[config.mk]
export PLATFORM = sky130hd
export DESIGN_NAME = root_err_collector
export DESIGN_NICKNAME = d
export VERILOG_FILES = /design/src/rtl/root_err_collector.sv
export SDC_FILE = /design/constraint.sdc
export NUM_CORES = 1
export LEC_CHECK = 0
export BUFFER_PORTS_ARGS = -buffer_cell sky130_fd_sc_hd__buf_2
export CAP_MARGIN = 20
export CORE_ASPECT_RATIO = 0.7
export CORE_UTILIZATION = 41
export DETAILED_ROUTE_END_ITERATION = 8
export PLACE_DENSITY = 0.8
export SLEW_MARGIN = 0
export SYNTH_ARGS = -nofsm -noshare
export SYNTH_HDL_FRONTEND = slang
export SYNTH_SLANG_ARGS = --single-unit
[constraint.sdc]
create_clock -name clk -period 1.4 [get_ports clk]
set_input_delay 0.07 -clock clk [delete_from_list [all_inputs] [get_ports clk]]
set_output_delay 0.07 -clock clk [all_outputs]
set_load 0.005 [all_outputs]
[src/rtl/root_err_collector.sv]
module root_err_collector #(
  parameter int SRC_W = 16,
  parameter int NUM_W = 5
) (
  input  logic               clk,
  input  logic               rst_n,
  input  logic               msg_valid,
  input  logic [1:0]         msg_sev,
  input  logic [SRC_W-1:0]   msg_src,
  input  logic               cmd_we,
  input  logic [2:0]         cmd_wdata,
  input  logic               sts_we,
  input  logic [31:0]        sts_wdata,
  input  logic               msi_en,
  input  logic [NUM_W-1:0]   msg_num_in,
  output logic [2:0]         root_cmd,
  output logic [31:0]        root_sts,
  output logic [2*SRC_W-1:0] src_ids,
  output logic               intx_o,
  output logic               msi_req_o,
  output logic [NUM_W-1:0]   msi_num_o
);

  localparam int B_COR  = 0;
  localparam int B_MCOR = 1;
  localparam int B_UNC  = 2;
  localparam int B_MUNC = 3;
  localparam int B_FF   = 4;
  localparam int B_NF   = 5;
  localparam int B_FAT  = 6;
  localparam int FLAG_W = 7;
  localparam int PAD_W  = 32 - NUM_W - FLAG_W;

  logic [FLAG_W-1:0] flags_q, flags_d;
  logic [2:0]        cmd_q, cmd_d;
  logic [SRC_W-1:0]  src_cor_q, src_unc_q;
  logic [NUM_W-1:0]  num_q;
  logic              intx_q, msi_q;
  logic              cap_cor, cap_unc;
  logic              cond_cur, cond_nxt;

  wire is_cor = msg_valid && (msg_sev == 2'd0);
  wire is_nf  = msg_valid && (msg_sev == 2'd1);
  wire is_fat = msg_valid && (msg_sev == 2'd2);

  function automatic logic [2:0] rcv_map(input logic [FLAG_W-1:0] f);
    return {f[B_FAT], f[B_NF], f[B_COR]};
  endfunction

  always_comb begin
    flags_d = flags_q;
    cap_cor = 1'b0;
    cap_unc = 1'b0;
    if (sts_we) flags_d = flags_d & ~sts_wdata[FLAG_W-1:0];
    if (is_cor) begin
      if (flags_d[B_COR]) flags_d[B_MCOR] = 1'b1;
      else                cap_cor = 1'b1;
      flags_d[B_COR] = 1'b1;
    end
    if (is_nf) flags_d[B_NF] = 1'b1;
    if (is_fat) begin
      if (!flags_d[B_UNC]) flags_d[B_FF] = 1'b1;
      flags_d[B_FAT] = 1'b1;
    end
    if (is_nf || is_fat) begin
      if (flags_d[B_UNC]) flags_d[B_MUNC] = 1'b1;
      else                cap_unc = 1'b1;
      flags_d[B_UNC] = 1'b1;
    end
  end

  assign cmd_d    = cmd_we ? cmd_wdata : cmd_q;
  assign cond_cur = |(cmd_q & rcv_map(flags_q));
  assign cond_nxt = |(cmd_d & rcv_map(flags_d));

  always_ff @(posedge clk) begin
    if (!rst_n) begin
      flags_q   <= '0;
      cmd_q     <= '0;
      src_cor_q <= '0;
      src_unc_q <= '0;
      num_q     <= '0;
      intx_q    <= 1'b0;
      msi_q     <= 1'b0;
    end else begin
      flags_q <= flags_d;
      cmd_q   <= cmd_d;
      num_q   <= msg_num_in;
      if (cap_cor) src_cor_q <= msg_src;
      if (cap_unc) src_unc_q <= msg_src;
      intx_q  <= !msi_en && cond_nxt;
      msi_q   <= msi_en && cond_nxt && !cond_cur;
    end
  end

  assign root_cmd  = cmd_q;
  assign root_sts  = {num_q, {PAD_W{1'b0}}, flags_q};
  assign src_ids   = {src_unc_q, src_cor_q};
  assign intx_o    = intx_q;
  assign msi_req_o = msi_q;
  assign msi_num_o = num_q;

  assert_cor_first_capture_R1: assert property (@(posedge clk) disable iff (!rst_n)
    (is_cor && !sts_we && !flags_q[B_COR]) |=>
      (src_ids[SRC_W-1:0] == $past(msg_src)) && root_sts[B_COR]);

  assert_cor_multi_R1: assert property (@(posedge clk) disable iff (!rst_n)
    (is_cor && !sts_we && flags_q[B_COR]) |=>
      root_sts[B_MCOR] && $stable(src_ids[SRC_W-1:0]));

  assert_first_fatal_kept_R3: assert property (@(posedge clk) disable iff (!rst_n)
    (is_fat && !sts_we && flags_q[B_UNC]) |=>
      (root_sts[B_FF] == $past(flags_q[B_FF])) && root_sts[B_FAT]);

  assert_unc_capture_R4: assert property (@(posedge clk) disable iff (!rst_n)
    ((is_nf || is_fat) && !sts_we && !flags_q[B_UNC]) |=>
      (src_ids[2*SRC_W-1:SRC_W] == $past(msg_src)));

  assert_msi_single_R10: assert property (@(posedge clk) disable iff (!rst_n)
    msi_req_o |=> !msi_req_o);

  assert_no_level_with_msi_R9: assert property (@(posedge clk) disable iff (!rst_n)
    $past(msi_en) |-> !intx_o);

  assert_num_readonly_R7: assert property (@(posedge clk) disable iff (!rst_n)
    sts_we |=> (root_sts[31 -: NUM_W] == $past(msg_num_in)));

endmodule

==> metrics.txt, run 1 <==
RR Endpoint=src_cor_q[0]; dpl hpwl=2.86 mm; Synth Warn #=0; Starting DRT DRC Count=37; vias in the first global route=1398; Worst Reg2Reg Path Length in Cells=5; mapped cell area=0.00198 mm^2; # H-tree levels=2; post-CTS setup buffer count=0; register area share after synthesis=49.5%; Place WS=0.0806 ns; synthesis-to-layout area growth=29.4%; Vias=1541; crit path capture type=register; hold_ws=0.0157 ns; startpoint types=register; routed vias/inst=4.48; Final Hold Vio Count=0; FILL cells=405; diode count=0; Die Wd=85.1 um; status=complete, no violations; count of cell types in the netlist=27; Initial Utilization=44.2%; power per cell area=1080 mW/mm^2; average wire per standard cell=11.9 um; RSZ-0062 raised after global routing=no; Sink Count=49; Hold Crit Class=input pin to register; standard-cell row count=20; Critical R2R Launch=flags_q[0]; CTS root buf=clkbuf_8; minimum clock period=1.33 ns; nets=352; IO Count=138; Req. time, crit path=1.57 ns; Max Root-Sink Buffers=2; clk slew on worst S/H paths=0.09 ns; Peak VDD IR=628 uV; drt pass-1 iters=4; fin. max-slew vios=0; Gate Count Post-Synth=192; total grt overflow=0; core area=0.00448 mm^2; final WL=4.09 mm; worst setup path start=flags_q[0]; final-report setup violation count=0; gpl congestion=0.747; initial antenna violation count=0; Yosys reg bits=49; share of cells above drive strength 1=38.8%; setup TNS=0 ns; Routed Antenna Nets=0; CTS buffer count=5; TritonCTS clock tree=yes; first-pass GRT wire length=6.25 mm; top achievable clock speed=749 MHz; crit path kind=register to register; post-route setup slack=0.0656 ns; reg2reg setup slack=0.07 ns; LEAKAGE=1.35 nW; crit path DAT=1.51 ns; DRC=0; CP endpoint=src_cor_q[0]; clock latency on the worst-skew pair=0.30 ns; CP max FO=8; Port Buffers=92; die area=0.00512 mm^2; largest net degree at the start of global routing=41; die extent in y=60.2 um; MaxCap Viol Count=0; Overall Global Routing Usage=16.3%; Setup Skew=0.00808 ns; period utilization=95.3%; Avg Inst Size Synth=10.3 um^2
## cells in the final DEF, fill, tap and decap left out, types with 3 or more instances in the layout
master	n
conb_1	20
dlygate4sd3_1	6
a22oi_1	3
nor2_1	41
nand2_1	7
and2_1	7
clkbuf_8	7
dfxtp_1	48
mux2i_1	33
buf_2	92
## cell type report
| cell class | instances | area, um^2 | area share, % |
|---|---|---|---|
| Sequential cell | 49 | 982 | 38.3 |
| Multi-Input combinational cell | 129 | 827 | 32.3 |
| Timing Repair Buffer | 102 | 581 | 22.6 |
| Clock buffer | 7 | 96.3 | 3.76 |
| Tap cell | 55 | 68.8 | 2.68 |
| Clock inverter | 1 | 5.00 | 0.195 |
| Inverter | 1 | 3.75 | 0.146 |
## power by group
group          internal [W]  total, W  switching (W)
clock network      0.000447  0.000886       0.000440
registers           0.00146   0.00149      0.0000326
logic              0.000195  0.000380       0.000185
## sequential cells by signal, summed over array words and instances, names as in the netlist
register / flops
msi_req_o: 1
intx_o: 1
src_unc_q: 16
flags_q: 7
msi_num_o: 5
root_cmd: 3
src_cor_q: 16
## worst max-delay path, cell delays in order, from the launching register on
cell and delay [ns]:
dfxtp_2 0.34, a21boi_2 0.16, and2b_2 0.29, clkbuf_16 0.18
mux2i_1 0.19, nor2_1 0.06
## per-stage QoR
stage          utilization (%)  instances  cell area [um^2]  power, W
6_report                  57.2        344              2560   0.00276
5_1_grt                   57.2        344              2560   0.00290
4_1_cts                   56.5        343              2530   0.00279
3_5_place_dp              52.9        329              2370   0.00189
3_3_place_gp              52.9        329              2370   0.00188
2_1_floorplan                -        211              2050   0.00177
## cell usage after synthesis
library cell | count | share of area, %
and2_1 | 7 | 2.2
a21bo_2 | 1 | 0.51
mux2i_1 | 33 | 17
nor2_1 | 41 | 7.8
nand3_4 | 1 | 0.88
conb_1 | 1 | 0.19
o311ai_0 | 1 | 0.44
and2b_1 | 1 | 0.38
xor2_1 | 1 | 0.44
and4_1 | 1 | 0.44
a21oi_1 | 1 | 0.25
buf_12 | 1 | 1.0
dfxtp_1 | 49 | 50
a2bb2oi_1 | 2 | 0.88
buf_6 | 2 | 1.1
nor3b_4 | 1 | 0.95
buf_4 | 25 | 9.5
and3b_1 | 1 | 0.44
nor2b_1 | 1 | 0.32
a21boi_0 | 1 | 0.38
nand2_1 | 7 | 1.3
a22oi_1 | 3 | 1.1
a21boi_1 | 1 | 0.38
o211ai_1 | 2 | 0.76
inv_1 | 1 | 0.19
mux2_2 | 2 | 1.1
clkbuf_1 | 4 | 0.76
## repair_timing
item / CTS / global route
endpoints found under the hold margin: 6 / 0
endpoints found under the setup margin: 0 / 11
hold buffers: 6 / 0
gates resized for setup: 0 / 3
## cell families (layout without fill, tap and decap cells)
group	after synthesis	count (layout)	share of synthesized area (%)
flip-flops	49	49	49.5
other	1	20	0.189
XOR/XNOR	1	1	0.442
multiplexers	35	35	17.8
AND/OR/NAND/NOR	61	61	14.7
buffers and inverters	33	111	12.6
AO/OA/AOI/OAI	12	12	4.74
## layer usage
metal,wire length [um],global-route usage [%]
met1,1880,18.4
met2,1870,29.0
met3,312,5.25
met4,33,6.54
met5,0,0
## worst min path at each step
stage / from / endpoint / slack (ns) / depth (start not counted)
after floorplan: msi_en / intx_o / 0.14 / 1
after global placement: msi_en / intx_o / 0.25 / 2
after detailed placement: msi_en / intx_o / 0.25 / 2
after CTS: msg_src[11] / src_unc_q[11] / 0.002 / 3
after global routing: msg_src[2] / src_unc_q[2] / 0.01 / 3
final: msg_src[12] / src_unc_q[12] / 0.02 / 3
(Power assumes the default switching activity.)
==> run 2: changes to the inputs <==
- PLACE_DENSITY: 0.8 -> not set
- PLACE_DENSITY_LB_ADDON: not set -> 0.3
==> metrics.txt, run 2 (synthesis gave the netlist of run 1 again) <==
status=complete, no violations; average wire per standard cell=11.7 um (-1.9%); hold wc startpoint=msg_src[8]; Req. time, crit path=1.58 ns (about the same); die area=0.00512 mm^2 (unchanged); Post-Layout Inst Area=0.00255 mm^2 (-0.54%); LEAKAGE=1.34 nW (-0.80%); total grt overflow=0 (unchanged); CP max FO=16 (+8); clk slew on worst S/H paths=0.09 ns (about the same); most common cell after layout, fill and taps aside=buf_2; nets=351 (-0.28%); vias in the first global route=1413 (+1.1%); crit path cell chain=a21boi_2 -> and2b_1 -> buf_12 -> mux2i_1 -> nor2_1; met1 usage=18.3% (-0.031 points); Starting DRT DRC Count=38 (+2.7%); synthesis-to-layout area growth=28.7%; diode count=0 (unchanged); hold_ws=0.0141 ns (-0.00164 ns); standard-cell row count=20 (unchanged); Initial Utilization=44.2% (unchanged); startpoint types=register; final WL=4.00 mm (-2.2%); largest net degree at the start of global routing=41 (unchanged); Setup Skew=0.00747 ns (-0.000609 ns); core area=0.00448 mm^2 (unchanged); MaxCap Viol Count=0 (unchanged); Max Root-Sink Buffers=2 (unchanged); crit path DAT=1.47 ns (-0.04 ns); CTS buffer count=5 (unchanged); Vias=1541 (unchanged); Critical Path Max Stage Delay=0.33 ns (about the same); Die Wd=85.1 um (unchanged); # H-tree levels=2 (unchanged); die extent in y=60.2 um (unchanged); first-pass GRT wire length=6.22 mm (-0.56%); final-report setup violation count=0 (unchanged); minimum clock period=1.29 ns (-0.0464 ns); Overall Global Routing Usage=16.1% (-0.16 points); period utilization=92.0% (-3.3 points); routed vias/inst=4.49 (+0.29%); gpl congestion=0.682 (-8.8%); Routed Antenna Nets=0 (unchanged); share of cells above drive strength 1=37.8% (-0.91 points); Worst path slowest cell=dfxtp_1; crit path kind=register to register; Critical R2R Launch=flags_q[0]; RR Endpoint=src_cor_q[1]; dpl hpwl=2.82 mm (-1.4%); Port Buffers=92 (unchanged); placed inst area=0.00237 mm^2 (unchanged); Hold Crit Class=input pin to register; initial antenna violation count=0 (unchanged); Worst Reg2Reg Path Length in Cells=5 (unchanged); drt pass-1 iters=4 (unchanged); clock latency on the worst-skew pair=0.30 ns (about the same); commonest cells after routing, fill and taps aside=buf_2 (92), dfxtp_1 (49), nor2_1 (41); busiest grt layer=met2; DRC=0 (unchanged); power per cell area=1130 mW/mm^2 (+4.7%); post-route setup slack=0.112 ns (+0.0464 ns); GR Layer Usage met3=6.49% (+1.2 points); Place WS=0.0122 ns (-0.0684 ns); fin. max-slew vios=0 (unchanged); met2 GRT Util=28.1% (-0.92 points); RSZ-0062 raised after global routing=no; CTS root buf=clkbuf_8; top achievable clock speed=776 MHz (+3.6%); Power, Total=0.00287 W (+4.1%); biggest regs=src_cor_q: 16 flops, src_unc_q: 16 flops, flags_q: 7 flops; setup TNS=0 ns (unchanged); reg2reg setup slack=0.11 ns (+0.05 ns); IO Count=138 (unchanged); Peak VDD IR=877 uV (+40%); post-CTS setup buffer count=0 (unchanged); crit path capture type=register; hold path cells=3 (unchanged); TritonCTS clock tree=yes; Sink Count=49 (unchanged); Final Hold Vio Count=0 (unchanged); Worst Hold End=src_cor_q[8]
==> run 2: critical path: cells and delay by family (launching register included) <==
family	cells	cell delay (ns)
DFF	1	0.33
and+or+nand+nor	2	0.29
AOI/OAI and AO/OA	1	0.23
buffers and inverters	1	0.17
muxes	1	0.15
==> run 2: how the worst max path moves through the flow <==
stage                         end       start  slack, ns
floorplan           src_cor_q[10]  flags_q[0]       0.03
global placement     src_cor_q[2]  flags_q[0]       0.07
detailed placement   src_cor_q[1]  flags_q[0]       0.01
CTS                 src_unc_q[12]  flags_q[2]       0.09
global route        src_cor_q[15]  flags_q[0]      0.002
finish               src_cor_q[1]  flags_q[0]       0.11
==> run 2: repair_timing <==
action / CTS / global route
hold endpoints to repair: 6 / 0
setup endpoints to repair: 3 / 1
resized for setup: 1 / 0
hold buffers: 6 / 0
pin swaps: 0 / 1
==> run 2: cell type report <==
class                      instances  area [um^2]
timing repair buffer             101          556
clock buffer                       5         68.8
sequential                        49          981
tap                               55         68.8
clock inverter                     3         46.3
multi-input combinational        129          826
fill                             408         1930
inverter                           1         3.75
==> run 2: per-stage QoR <==
stage	utilization (%)	std cells
floorplan	-	211
global placement	52.9	329
detailed placement	52.9	329
CTS	56.9	343
global route	56.9	343
finish	56.9	343
==> run 2: per-layer routing <==
layer	share of wire, %	wire, um
met5	0	0
met4	0.95	38
met3	9.7	388
met1	44	1770
met2	45	1800
==> run 2: where the power goes <==
group | internal [W] | total, W | switching [W]
clock network | 0.000535 | 0.00101 | 0.000474
logic | 0.000191 | 0.000373 | 0.000182
registers | 0.00146 | 0.00149 | 0.0000309
